`src/rtl/mxp_pkg.sv`:
```
package mxp_pkg;

  localparam int REG_CMD    = 0;
  localparam int REG_STAT   = 1;
  localparam int REG_MODE   = 2;
  localparam int REG_MODLEN = 3;
  localparam int REG_EXPLEN = 4;
  localparam int REG_BUFLEN = 5;
  localparam int REG_ARRLEN = 6;
  localparam int REG_ERR    = 7;

  typedef struct packed {
    logic wrMode;
    logic wrModLen;
    logic wrExpLen;
    logic clrErr;
    logic rdCtl;
    logic rdOp;
  } regStb_t;

  typedef enum logic [1:0] {
    ENG_IDLE = 2'd0,
    ENG_PRE  = 2'd1,
    ENG_EXP  = 2'd2
  } engState_t;

endpackage

```
`src/rtl/mxp_reg_ctl.sv`:
```
module mxp_reg_ctl
  import mxp_pkg::*;
#(
  parameter int ADDR_W = 5
) (
  input  logic                clk,
  input  logic                rstN,
  input  logic                busCs,
  input  logic                busWe,
  input  logic [ADDR_W+2:0]   busAddr,
  input  logic [1:0]          cmdBits,
  input  logic                precompDone,
  input  logic                expDone,
  output regStb_t             stb,
  output logic [2:0]          regIdx,
  output logic                ready,
  output logic                valid,
  output logic                busy,
  output logic                precompStart,
  output logic                expStart,
  output logic                opEn,
  output logic                opWe,
  output logic [1:0]          opBank,
  output logic [ADDR_W-1:0]   opWord
);

  localparam int AW = ADDR_W + 3;

  logic      isOp;
  logic      wrReg;
  logic      cmdWr;
  engState_t state;

  // Address decode
  assign isOp   = busAddr[AW-1];
  assign regIdx = busAddr[2:0];
  assign wrReg  = busCs && busWe && !isOp;
  assign cmdWr  = wrReg && (regIdx == 3'(REG_CMD));

  always_comb begin
    stb          = '0;
    stb.wrMode   = wrReg && (regIdx == 3'(REG_MODE));
    stb.wrModLen = wrReg && (regIdx == 3'(REG_MODLEN));
    stb.wrExpLen = wrReg && (regIdx == 3'(REG_EXPLEN));
    stb.clrErr   = wrReg && (regIdx == 3'(REG_ERR)) && cmdBits[0];
    stb.rdCtl    = busCs && !busWe && !isOp;
    stb.rdOp     = busCs && !busWe && isOp;
  end

  // Operand window forwarding
  assign opEn   = busCs && isOp;
  assign opWe   = busCs && busWe && isOp;
  assign opBank = busAddr[ADDR_W+1:ADDR_W];
  assign opWord = busAddr[ADDR_W-1:0];

  // Engine lifecycle: precompute sets ready, exponentiate sets valid
  always_ff @(posedge clk) begin
    if (!rstN) begin
      state        <= ENG_IDLE;
      ready        <= 1'b0;
      valid        <= 1'b0;
      precompStart <= 1'b0;
      expStart     <= 1'b0;
    end else begin
      precompStart <= 1'b0;
      expStart     <= 1'b0;
      unique case (state)
        ENG_IDLE: begin
          if (cmdWr && cmdBits[0]) begin
            state        <= ENG_PRE;
            ready        <= 1'b0;
            precompStart <= 1'b1;
          end else if (cmdWr && cmdBits[1] && ready) begin
            state    <= ENG_EXP;
            valid    <= 1'b0;
            expStart <= 1'b1;
          end
        end
        ENG_PRE: begin
          if (precompDone) begin
            ready <= 1'b1;
            state <= ENG_IDLE;
          end
        end
        ENG_EXP: begin
          if (expDone) begin
            valid <= 1'b1;
            state <= ENG_IDLE;
          end
        end
        default: state <= ENG_IDLE;
      endcase
    end
  end

  assign busy = (state != ENG_IDLE);

endmodule

```
`src/rtl/mxp_reg_dp.sv`:
```
module mxp_reg_dp
  import mxp_pkg::*;
#(
  parameter int ADDR_W    = 5,
  parameter int ARRAY_POW = 2
) (
  input  logic                clk,
  input  logic                rstN,
  input  regStb_t             stb,
  input  logic [2:0]          regIdx,
  input  logic [31:0]         wdata,
  input  logic                ready,
  input  logic                valid,
  input  logic [31:0]         opRdata,
  output logic [31:0]         rdata,
  output logic                crtMode,
  output logic [ADDR_W+5:0]   modBits,
  output logic [ADDR_W+5:0]   expBits
);

  localparam int LW       = ADDR_W + 6;
  localparam int BUF_BITS = 32 * (2 ** ADDR_W);
  localparam int ARR_BITS = 32 * (2 ** ARRAY_POW);
  localparam int MOD_MIN  = 64;
  localparam int EXP_MIN  = 2;

  logic [31:0] modLimit;
  logic        modOk;
  logic        expOk;
  logic        errFlag;
  logic [31:0] rdMux;
  logic [31:0] rdHold;
  logic        rdFromOp;

  // Legality checks, limit halves in CRT mode
  assign modLimit = crtMode ? 32'(BUF_BITS / 2) : 32'(BUF_BITS);
  assign modOk    = (wdata[4:0] == 5'd0) && (wdata >= 32'(MOD_MIN)) && (wdata <= modLimit);
  assign expOk    = (wdata >= 32'(EXP_MIN)) && (wdata <= 32'(BUF_BITS));

  always_ff @(posedge clk) begin
    if (!rstN) begin
      crtMode <= 1'b0;
      modBits <= LW'(MOD_MIN);
      expBits <= LW'(EXP_MIN);
      errFlag <= 1'b0;
    end else begin
      if (stb.wrMode) crtMode <= wdata[1];
      if (stb.wrModLen) begin
        if (modOk) modBits <= wdata[LW-1:0];
        else       errFlag <= 1'b1;
      end
      if (stb.wrExpLen) begin
        if (expOk) expBits <= wdata[LW-1:0];
        else       errFlag <= 1'b1;
      end
      if (stb.clrErr) errFlag <= 1'b0;
    end
  end

  always_comb begin
    unique case (regIdx)
      3'(REG_STAT):   rdMux = {30'd0, valid, ready};
      3'(REG_MODE):   rdMux = {30'd0, crtMode, 1'b0};
      3'(REG_MODLEN): rdMux = 32'(modBits);
      3'(REG_EXPLEN): rdMux = 32'(expBits);
      3'(REG_BUFLEN): rdMux = 32'(BUF_BITS);
      3'(REG_ARRLEN): rdMux = 32'(ARR_BITS);
      3'(REG_ERR):    rdMux = {31'd0, errFlag};
      default:        rdMux = 32'd0;
    endcase
  end

  always_ff @(posedge clk) begin
    if (!rstN) begin
      rdHold   <= 32'd0;
      rdFromOp <= 1'b0;
    end else begin
      if (stb.rdCtl) rdHold <= rdMux;
      if (stb.rdCtl || stb.rdOp) rdFromOp <= stb.rdOp;
    end
  end

  assign rdata = rdFromOp ? opRdata : rdHold;

endmodule

```
`src/rtl/mxp_ctrl_regs.sv`:
```
module mxp_ctrl_regs
  import mxp_pkg::*;
#(
  parameter int ADDR_W    = 5,
  parameter int ARRAY_POW = 2
) (
  input  logic                clk,
  input  logic                rstN,
  input  logic                busCs,
  input  logic                busWe,
  input  logic [ADDR_W+2:0]   busAddr,
  input  logic [31:0]         busWdata,
  output logic [31:0]         busRdata,
  output logic                opEn,
  output logic                opWe,
  output logic [1:0]          opBank,
  output logic [ADDR_W-1:0]   opWord,
  output logic [31:0]         opWdata,
  input  logic [31:0]         opRdata,
  output logic                crtMode,
  output logic [ADDR_W+5:0]   modBits,
  output logic [ADDR_W+5:0]   expBits,
  output logic                precompStart,
  output logic                expStart,
  input  logic                precompDone,
  input  logic                expDone
);

  regStb_t    stb;
  logic [2:0] regIdx;
  logic       statusReady;
  logic       statusValid;
  logic       engBusy;

  assign opWdata = busWdata;

  mxp_reg_ctl #(.ADDR_W(ADDR_W)) u_ctl (
    .clk          (clk),
    .rstN         (rstN),
    .busCs        (busCs),
    .busWe        (busWe),
    .busAddr      (busAddr),
    .cmdBits      (busWdata[1:0]),
    .precompDone  (precompDone),
    .expDone      (expDone),
    .stb          (stb),
    .regIdx       (regIdx),
    .ready        (statusReady),
    .valid        (statusValid),
    .busy         (engBusy),
    .precompStart (precompStart),
    .expStart     (expStart),
    .opEn         (opEn),
    .opWe         (opWe),
    .opBank       (opBank),
    .opWord       (opWord)
  );

  mxp_reg_dp #(.ADDR_W(ADDR_W), .ARRAY_POW(ARRAY_POW)) u_dp (
    .clk     (clk),
    .rstN    (rstN),
    .stb     (stb),
    .regIdx  (regIdx),
    .wdata   (busWdata),
    .ready   (statusReady),
    .valid   (statusValid),
    .opRdata (opRdata),
    .rdata   (busRdata),
    .crtMode (crtMode),
    .modBits (modBits),
    .expBits (expBits)
  );

endmodule

```
`config.mk`:
```
export PLATFORM = sky130hd
export DESIGN_NAME = mxp_ctrl_regs
export DESIGN_NICKNAME = d
export VERILOG_FILES = /design/src/rtl/mxp_pkg.sv /design/src/rtl/mxp_reg_ctl.sv /design/src/rtl/mxp_reg_dp.sv /design/src/rtl/mxp_ctrl_regs.sv
export SDC_FILE = /design/constraint.sdc
export NUM_CORES = 1
export LEC_CHECK = 0
export BUFFER_PORTS_ARGS = -buffer_cell sky130_fd_sc_hd__buf_2
export CAP_MARGIN = 5
export CORE_MARGIN = 4
export CORE_UTILIZATION = 30
export CTS_CLUSTER_DIAMETER = 200
export DETAILED_ROUTE_END_ITERATION = 7
export PLACE_DENSITY_LB_ADDON = 0.08
export SLEW_MARGIN = 20
export SYNTH_ARGS = -nofsm -noshare
export SYNTH_HDL_FRONTEND = slang
export SYNTH_SLANG_ARGS = --single-unit
```
`constraint.sdc`:
```
create_clock -name clk -period 2.5 [get_ports clk]
set_input_delay 0.5 -clock clk [delete_from_list [all_inputs] [get_ports clk]]
set_output_delay 0.5 -clock clk [all_outputs]
set_load 0.02 [all_outputs]
```
==> metrics.md, run 1 <==
| Metric | Value |
|---|---|
| DRC viols | `0` |
| Combinational share of power | `0.215` |
| Switch share | `0.287` |
| Crit-path slowest cell | `or4_4` |
| FFs w/ async S/R, synth | `0` |
| CTS clk-pin slew, worst paths | `about 80 ps` |
| Row cnt | `33` |
| Port Buffers | `167` |
| Synth warn | `0` |
| Die Width | `about 100 µm` |
| Vias in the first global route | `2,470` |
| Cell Area, Synth | `2540 µm²` |
| H-tree depth | `2` |
| Worst Tran Pin Value | `just under 700 ps` |
| Reg2reg end | `u_dp.modBits[1]` |
| Final Hold Fails | `0` |
| Routed wire length | `about 7500 µm` |
| Via density | `about 4.7` |
| Min Tclk post-route | `2080 ps` |
| Reg2Reg Depth | `6` |
| Clk sink count | `42` |
| Final RePlAce weighted congestion | `0.744` |
| Number of synthesized flops with an enable pin | `0` |
| Antenna cells | `0` |
| Psw | `roughly 0.4 mW` |
| Most common cell after layout, fill and taps aside | `buf_2` |
| Clk pwr share | `0.293` |
| I/O pin count | `176` |
| Max Clock Skew | `between 7 and 8 ps` |
| Highest-count cells in the layout ignoring fill and taps | `167 x buf_2, 42 x dfxtp_1, 23 x and2_1, 23 x nor2_1, 21 x nand2_1` |
| Grt total ovfl | `0` |
| Final Power | `1.39 mW` |
| Post-CTS setup buffers | `0` |
| Nets | `between 500 and 600` |
| Crit path max fanout | `7` |
| Initial antenna violation count | `0` |
| CP endpoint kind | `flip-flop` |
| Pint | `about 1 mW` |
| Total CTS buffers | `5` |
| Area Overhead vs Synth | `28.9%` |
| Die height | `between 100 and 150 µm` |
| Synth unique cells | `just over 40` |
| Post-DRT Antenna Nets | `0` |
| Mean Syn Cell Area | `~8.4 µm²` |
| DR pass1 iterations | `4` |
| Hpwl dp | `6140 µm` |
| Final cycle utilization of the critical path | `0.831` |
| Fraction of layout cells with a size suffix above 1 | `0.470` |
| Syn_nets | `between 300 and 400` |
| Setup tns final | `0 ps` |
| Footprint of the multi-input gates | `1340 µm²` |
| Post-synthesis sequential area ratio | `0.331` |
| Reg-to-reg slack, setup | `approximately 720 ps` |
| Max Buffers Root-to-Sink | `2` |
| Startpoint Class | `primary input` |
| Max Slew Vio Count | `0` |
| Storage cell area | `roughly 840 µm²` |
| Crit Path Category | `in2reg` |
| Hold Path Origin | `u_dp.modBits[8]` |
| Worst slew margin | `0.536` |
| Post-cts sizing count | `0` |
| Outcome | `finished, final reports clean` |
| Crit path largest cell delay | `roughly 570 ps` |
| GRT Util Overall | `0.148` |
| Reg power frac | `0.492` |
| Pwr per Cell Area | `424 nW/µm²` |
| Starting Density | `0.310` |
| CTS tree | `built` |
| CP Launch Point | `busWdata[0]` |
| Worst skew pair latency | `around 280 ps` |
| Routed vias | `between 2,000 and 3,000` |
| Crit path DAT | `2210 ps` |
| Fin util | `0.399` |
| Setup crit end | `u_dp.expBits[4]` |
| Largest net degree at the start of global routing | `34` |
| Core Box Area | `roughly 8000 µm²` |
| Flop and latch count out of synthesis | `42` |
| Worst r2r src | `u_dp.crtMode` |
| Routed length per placed instance | `14.1 µm` |
| Post-CTS Hold Buffers | `0` |
| Fin worst setup slack | `~420 ps` |
| Min-delay worst type | `reg2reg` |
| Fillers | `899` |
| Final setup fails | `0` |
| MaxCap Viol Count | `0` |
| Die area | `between 10,000 and 15,000 µm²` |
| Peak VDD IR | `about 160 µV` |
| Cells after Synth | `302` |
| First-pass GRT wire length | `12,200 µm` |
| Final hold slack | `between 400 and 500 ps` |
| Required @ worst endpoint | `approximately 2600 ps` |
| RSZ-0062 raised after global routing | `no` |
| F_max | `approximately 480 MHz` |
| P_leak | `between 1.5 and 2 nW` |
| Crit-path cells | `buf_2 -> or4_4 -> o41ai_2 -> nand4_1 -> o21ai_0 -> a21oi_1` |
| Starting DRT DRC Count | `74` |
| Main synth FF type | `dfxtp_1` |
| Root Buffer | `clkbuf_8` |
| Post-placement setup slack | `around 130 ps` |
-- metrics by stage --
stage	cells	area (µm²)
2_1_floorplan	302	2540
3_3_place_gp	526	3200
3_5_place_dp	526	3200
4_1_cts	533	3280
5_1_grt	533	3280
6_report	533	3280
-- worst max-delay path, delay by kind of cell --
kind | cells | cell delay [ps]
AO/OA/AOI/OAI | 3 | 690
buffers and inverters | 1 | 140
AND/OR/NAND/NOR | 2 | 870
-- state kept, by name, indices dropped and copies added (netlist names) --
| signal | flops |
|---|---|
| u_ctl.state | 2 |
| u_dp.rdHold | 11 |
| u_ctl.ready | 1 |
| u_dp.crtMode | 1 |
| u_ctl.expStart | 1 |
| u_ctl.precompStart | 1 |
| u_dp.rdFromOp | 1 |
| u_dp.expBits | 11 |
| u_dp.errFlag | 1 |
| u_ctl.valid | 1 |
| u_dp.modBits | 11 |
-- synth_stat cells (10+ instances only) --
cell,n,area share
nor2_1,23,0.034
clkbuf_1,13,0.019
nand2_1,21,0.031
and2_1,23,0.057
buf_4,40,0.12
mux2i_1,13,0.051
and3_1,10,0.025
a211oi_1,10,0.030
o21ai_0,10,0.020
dfxtp_1,42,0.33
a21oi_1,14,0.028
mux2_2,13,0.058
-- power groups by stage --
stage	logic (mW)	registers (mW)	clock network [mW]
floorplan	0.209	0.698	0
finish	0.299	0.684	0.407
detailed placement	0.302	0.700	0
CTS	0.303	0.684	0.420
global placement	0.301	0.700	0
global route	0.329	0.685	0.448
-- kinds of logic after synthesis --
| family | count (synthesis) | synth area share |
|---|---|---|
| AO/OA/AOI/OAI | 50 | 0.130 |
| adder cells (fa/ha/maj) | 2 | 0.00984 |
| buffers and inverters | 57 | 0.144 |
| flip-flops | 42 | 0.331 |
| multiplexers | 26 | 0.109 |
| AND/OR/NAND/NOR | 125 | 0.277 |
-- layer usage --
| metal | routed length (µm) | share of wire | vias up | track usage |
|---|---|---|---|---|
| met3 | 514 | 0.068 | 6 | 0.0229 |
| met2 | 3430 | 0.46 | 101 | 0.245 |
| met1 | 3510 | 0.47 | 1111 | 0.205 |
| met4 | 51 | 0.0068 | 0 | 0.0259 |
| met5 | 0 | 0 | - | 0 |
| li1 | - | - | 1289 | - |
-- how the worst min path moves through the flow --
stage,to,slack [ps],cells after the start
finish,u_dp.modBits[8],480,2
global route,u_dp.expBits[2],490,3
CTS,u_dp.modBits[9],490,2
detailed placement,u_dp.modBits[9],480,2
global placement,u_dp.modBits[9],470,2
floorplan,u_ctl.valid,450,2
-- cell type report --
cell class / instances / share of cell area
Sequential cell: 42 / 0.256
Inverter: 3 / 0.00344
Tap cell: 105 / 0.0401
Clock buffer: 7 / 0.0233
Timing Repair Buffer: 173 / 0.269
Multi-Input combinational cell: 203 / 0.408
(Power assumes the default switching activity.)
==> run 2, diff against run 1 <==
clock period = 2.2 ns   (was 2.5 ns; I/O delays follow)
==> metrics.md, run 2 (synthesis results as in run 1) <==
| Metric | Value |
|---|---|
| Root Buffer | `clkbuf_8 (unchanged)` |
| Initial antenna violation count | `0 (unchanged)` |
| CTS clk-pin slew, worst paths | `90 ps (was 80 ps)` |
| Nets | `520 (was 508)` |
| Min Tclk post-route | `1970 ps` |
| Storage cell area | `841 µm² (unchanged)` |
| I/O pin count | `176 (unchanged)` |
| Routed wire length | `7610 µm (was 7510 µm)` |
| Crit Path Category | `in2reg (unchanged)` |
| Grt total ovfl | `0 (unchanged)` |
| Placed cell count | `538 (was 526)` |
| F_max | `roughly 510 MHz` |
| Worst slew margin | `0.501 (was 0.536)` |
| Port Buffers | `167 (unchanged)` |
| Highest-count cells in the layout ignoring fill and taps | `167 x buf_2, 42 x dfxtp_1, 23 x and2_1, 23 x nor2_1, 21 x nand2_1 (unchanged)` |
| CTS tree | `built (unchanged)` |
| Post-CTS setup buffers | `0 (unchanged)` |
| Worst skew pair latency | `290 ps (was 280 ps)` |
| Reg2reg end | `u_dp.modBits[3] (was u_dp.modBits[1])` |
| Fraction of layout cells with a size suffix above 1 | `0.490 (was 0.470)` |
| CP endpoint kind | `flip-flop (unchanged)` |
| Hold Path Origin | `busWdata[3] (was u_dp.modBits[8])` |
| Max Slew Vio Count | `0 (unchanged)` |
| Pwr per Cell Area | `488 nW/µm² (was 424 nW/µm²)` |
| P_leak | `1.70 nW (was 1.63 nW)` |
| Hold Path Sink | `u_dp.expBits[3] (was u_dp.modBits[8])` |
| DRC viols | `0 (unchanged)` |
| Largest net degree at the start of global routing | `34 (unchanged)` |
| Post-cts sizing count | `0 (unchanged)` |
| Post-DP Area | `3290 µm² (was 3200 µm²)` |
| GRT Util Overall | `0.147 (was 0.148)` |
| Startpoint Class | `primary input (unchanged)` |
| Worst Tran Pin Value | `747 ps (was 695 ps)` |
| Post-DRT Antenna Nets | `0 (unchanged)` |
| Post-route design area | `3390 µm² (was 3280 µm²)` |
| Die Width | `100 µm (unchanged)` |
| Crit path max fanout | `7 (unchanged)` |
| Total CTS buffers | `5 (unchanged)` |
| Most common cell after layout, fill and taps aside | `buf_2 (unchanged)` |
| Die height | `100 µm (unchanged)` |
| MaxCap Viol Count | `0 (unchanged)` |
| Final std cells w/o fill | `546 (was 533)` |
| Setup tns final | `0 ps (unchanged)` |
| Outcome | `finished, final reports clean (unchanged)` |
| Routed length per placed instance | `13.9 µm (was 14.1 µm)` |
| Hpwl dp | `6260 µm (was 6140 µm)` |
| Post-CTS Hold Buffers | `0 (unchanged)` |
| Final Hold Fails | `0 (unchanged)` |
| Worst r2r src | `u_dp.crtMode (unchanged)` |
| Max Clock Skew | `10.6 ps (was 7.08 ps)` |
| Max Buffers Root-to-Sink | `2 (unchanged)` |
| Starting Density | `0.310 (unchanged)` |
| RSZ-0062 raised after global routing | `no (unchanged)` |
| Crit path DAT | `2130 ps (was 2210 ps)` |
| Peak VDD IR | `224 µV (was 162 µV)` |
| Final hold slack | `427 ps (was 484 ps)` |
| Fillers | `881 (was 899)` |
| Required @ worst endpoint | `2350 ps (was 2630 ps)` |
| Reg-to-reg slack, setup | `460 ps (was 720 ps)` |
| H-tree depth | `2 (unchanged)` |
| DR pass1 iterations | `4 (unchanged)` |
| Min-delay worst type | `in2reg (was reg2reg)` |
| Starting DRT DRC Count | `82 (was 74)` |
| Row cnt | `33 (unchanged)` |
| First-pass GRT wire length | `12,100 µm (was 12,200 µm)` |
| Hold Crit Depth | `3 (was 2)` |
| Core Box Area | `8220 µm² (unchanged)` |
| Final cycle utilization of the critical path | `0.897` |
| Top flop regs | `u_dp.expBits (11), u_dp.modBits (11), u_dp.rdHold (11) (unchanged)` |
| Clk sink count | `42 (unchanged)` |
| Final setup fails | `0 (unchanged)` |
| Antenna cells | `0 (unchanged)` |
| Vias in the first global route | `2,444 (was 2,470)` |
| Via density | `4.68 (was 4.70)` |
| Reg2Reg Depth | `6 (unchanged)` |
| Final RePlAce weighted congestion | `0.764 (was 0.744)` |
| Die area | `10,000 µm² (unchanged)` |
| Footprint of the multi-input gates | `1340 µm² (unchanged)` |
| Routed vias | `2,556 (was 2,507)` |
| Area Overhead vs Synth | `33.2% (was 28.9%)` |
-- run 2: cell type report --
class                      instances  area share
multi-input combinational        203       0.395
timing repair buffer             185       0.287
sequential                        42       0.248
tap                              105      0.0388
clock buffer                       6      0.0244
clock inverter                     2     0.00369
inverter                           3     0.00332
-- run 2: layer usage --
| layer | part of all wire | track usage | up-vias |
|---|---|---|---|
| met2 | 0.46 | 0.243 | 97 |
| met1 | 0.46 | 0.201 | 1142 |
| li1 | - | - | 1311 |
| met5 | 0 | 0 | - |
| met4 | 0.010 | 0.0383 | 0 |
| met3 | 0.073 | 0.0229 | 6 |
-- run 2: where the power goes --
group          internal [mW]  leakage (nW)  switching (mW)
logic                  0.147          1.31           0.206
clock network          0.252        0.0472           0.270
registers              0.771         0.340         0.00568
total                   1.17          1.70           0.482
-- run 2: through the flow --
| stage | power, mW | setup slack, ps | util |
|---|---|---|---|
| after floorplan | 1.03 | 248 | - |
| final | 1.65 | 227 | 0.412 |
| after global routing | 1.74 | 77.3 | 0.412 |
| after global placement | 1.15 | -22.7 | 0.401 |
| after CTS | 1.67 | 237 | 0.412 |
| after detailed placement | 1.15 | -80.6 | 0.401 |
-- run 2: worst max path at each step --
| stage | from | to | slack, ps |
|---|---|---|---|
| global route | busWdata[0] | u_dp.expBits[6] | 80 |
| detailed placement | busWdata[0] | u_dp.expBits[3] | -80 |
| global placement | busWdata[0] | u_dp.expBits[0] | -20 |
| floorplan | busWdata[7] | u_dp.modBits[0] | 250 |
| finish | busWdata[0] | u_dp.expBits[3] | 230 |
| CTS | busWdata[0] | u_dp.expBits[3] | 240 |
-- run 2: worst max-delay path, cell delays in order --
cell,delay [ps]
buf_2,100
or4_4,550
o41ai_2,370
nand4_1,320
o21ai_0,260
a21oi_1,90
==> run 3, diff against run 2 <==
CELL_PAD_IN_SITES_DETAIL_PLACEMENT = 1   (was not set)
CELL_PAD_IN_SITES_GLOBAL_PLACEMENT = 1   (was not set)
CORE_UTILIZATION = 28   (was 30)
SKIP_LAST_GASP = 1   (was not set)
==> metrics.md, run 3 (synthesis results as in run 1) <==
| Metric | Value |
|---|---|
| Met3 usage | `0.0248 (was 0.0229)` |
| F_max | `499 MHz (was 507 MHz)` |
| Post-CTS Hold Buffers | `0 (unchanged)` |
| Grt total ovfl | `0 (unchanged)` |
| First-pass GRT wire length | `13,100 µm (was 12,100 µm)` |
| Via density | `4.78 (was 4.68)` |
| Area Overhead vs Synth | `34.0% (was 33.2%)` |
| Post-placement setup slack | `-84.1 ps (was -80.6 ps)` |
| Starting Density | `0.290 (was 0.310)` |
| Reg-to-reg slack, setup | `430 ps (was 460 ps)` |
| MaxCap Viol Count | `0 (unchanged)` |
| Total CTS buffers | `5 (unchanged)` |
| Crit path max fanout | `7 (unchanged)` |
| CTS clk-pin slew, worst paths | `80 ps (was 90 ps)` |
| DR pass1 iterations | `4 (unchanged)` |
| Min-delay worst type | `in2reg (unchanged)` |
| Max Buffers Root-to-Sink | `2 (unchanged)` |
| Row cnt | `34 (was 33)` |
| Hold Crit Depth | `3 (unchanged)` |
| Hpwl dp | `7060 µm (was 6260 µm)` |
| Final RePlAce weighted congestion | `0.734 (was 0.764)` |
| Met1 usage in global routing | `0.201 (about the same)` |
| Final setup fails | `0 (unchanged)` |
| Reg2reg end | `u_dp.modBits[4] (was u_dp.modBits[3])` |
| Worst Tran Pin Value | `562 ps (was 747 ps)` |
| Crit path largest cell delay | `560 ps (was 550 ps)` |
| Starting DRT DRC Count | `62 (was 82)` |
| Hold Path Sink | `u_ctl.state[0] (was u_dp.expBits[3])` |
| P_leak | `1.71 nW (was 1.70 nW)` |
| Final Hold Fails | `0 (unchanged)` |
| Final std cells w/o fill | `552 (was 546)` |
| Initial antenna violation count | `0 (unchanged)` |
| I/O pin count | `176 (unchanged)` |
| Clk sink count | `42 (unchanged)` |
| Post-route design area | `3410 µm² (was 3390 µm²)` |
| Setup tns final | `0 ps (unchanged)` |
| Highest-count cells in the layout ignoring fill and taps | `167 x buf_2, 42 x dfxtp_1, 23 x and2_1, 23 x nor2_1 (was 167 x buf_2, 42 x dfxtp_1, 23 x and2_1, 23 x nor2_1, 21 x nand2_1)` |
| Die Width | `103 µm (was 100 µm)` |
| Max Slew Vio Count | `0 (unchanged)` |
| Crit path DAT | `2160 ps (was 2130 ps)` |
| Post-CTS setup buffers | `0 (unchanged)` |
| RSZ-0062 raised after global routing | `no (unchanged)` |
| Min Tclk post-route | `2000 ps (was 1970 ps)` |
| Port Buffers | `167 (unchanged)` |
| Final cycle utilization of the critical path | `0.911 (was 0.897)` |
| GRT Util Overall | `0.153 (was 0.147)` |
| Hold Path Origin | `precompDone (was busWdata[3])` |
| Nets | `523 (was 520)` |
| H-tree depth | `2 (unchanged)` |
| Peak VDD IR | `220 µV (was 224 µV)` |
| DRC viols | `0 (unchanged)` |
| Fin worst setup slack | `196 ps (was 227 ps)` |
| Die height | `103 µm (was 100 µm)` |
| Largest net degree at the start of global routing | `25 (was 34)` |
| CTS tree | `built (unchanged)` |
| CP Launch Point | `busWdata[0] (unchanged)` |
| Outcome | `finished, final reports clean (unchanged)` |
| Worst r2r src | `u_dp.crtMode (unchanged)` |
| Vias in the first global route | `2,582 (was 2,444)` |
| Root Buffer | `clkbuf_8 (unchanged)` |
| Core Box Area | `8760 µm² (was 8220 µm²)` |
| Post-cts sizing count | `0 (unchanged)` |
| Routed wire length | `8440 µm (was 7610 µm)` |
| Most common cell after layout, fill and taps aside | `buf_2 (unchanged)` |
| Pwr per Cell Area | `487 nW/µm² (was 488 nW/µm²)` |
| Post-DRT Antenna Nets | `0 (unchanged)` |
| GRT busiest layer | `met2 (unchanged)` |
| CP endpoint kind | `flip-flop (unchanged)` |
| Antenna cells | `0 (unchanged)` |
| Max Clock Skew | `1.45 ps (was 10.6 ps)` |
| Worst skew pair latency | `290 ps (about the same)` |
| Routed length per placed instance | `15.3 µm (was 13.9 µm)` |
| Die area | `10,700 µm² (was 10,000 µm²)` |
| Worst slew margin | `0.625 (was 0.501)` |
| Post-DP Area | `3320 µm² (was 3290 µm²)` |
| Final Power | `1.66 mW (was 1.65 mW)` |
| Met2 Resource Use GR | `0.264 (was 0.243)` |
| Top flop regs | `u_dp.expBits (11), u_dp.modBits (11), u_dp.rdHold (11) (unchanged)` |
| Startpoint Class | `primary input (unchanged)` |
| Required @ worst endpoint | `2360 ps (was 2350 ps)` |
| Routed vias | `2,636 (was 2,556)` |
| Crit-path slowest cell | `or4_4 (unchanged)` |
| Crit Path Category | `in2reg (unchanged)` |
| Placed cell count | `544 (was 538)` |
| Crit-path cells | `buf_2 -> or4_4 -> o41ai_2 -> nand4_1 -> o21ai_0 -> a21oi_1 (unchanged)` |
| Reg2Reg Depth | `6 (unchanged)` |
| Fraction of layout cells with a size suffix above 1 | `0.491 (was 0.490)` |
==> run 3: how the worst max path moves through the flow <==
stage,to,depth (start not counted)
after floorplan,u_dp.modBits[0],5
after global placement,u_dp.expBits[0],6
after detailed placement,u_dp.expBits[3],6
after CTS,u_dp.expBits[3],6
after global routing,u_dp.expBits[0],6
final,u_dp.expBits[3],6
==> run 3: cell type report <==
type,count,area (µm²)
tap,108,135
inverter,3,11.3
clock buffer,7,86.3
clock inverter,1,5.00
fill,1128,5350
sequential,42,841
multi-input combinational,203,1340
timing repair buffer,188,993
==> run 3: through the flow <==
stage | utilization | hold slack, ps
2_1_floorplan | - | 450
3_3_place_gp | 0.379 | 461
3_5_place_dp | 0.379 | 478
4_1_cts | 0.389 | 434
5_1_grt | 0.389 | 451
6_report | 0.389 | 438
==> run 3: critical path: cells and delay by family <==
kind / cells / cell delay [ps]
AND/OR/NAND/NOR: 2 / 890
AO/OA/AOI/OAI: 3 / 720
buffers and inverters: 1 / 110
==> run 3: report_power, final <==
group	switching (mW)	internal, mW
Clock	0.267	0.254
Combinational	0.212	0.150
Sequential	0.00565	0.771
==> run 3: per-layer routing <==
| metal | routed length, µm | share of wire |
|---|---|---|
| met4 | 86 | 0.010 |
| met5 | 0 | 0 |
| met1 | 3680 | 0.44 |
| met2 | 4030 | 0.48 |
| met3 | 640 | 0.076 |
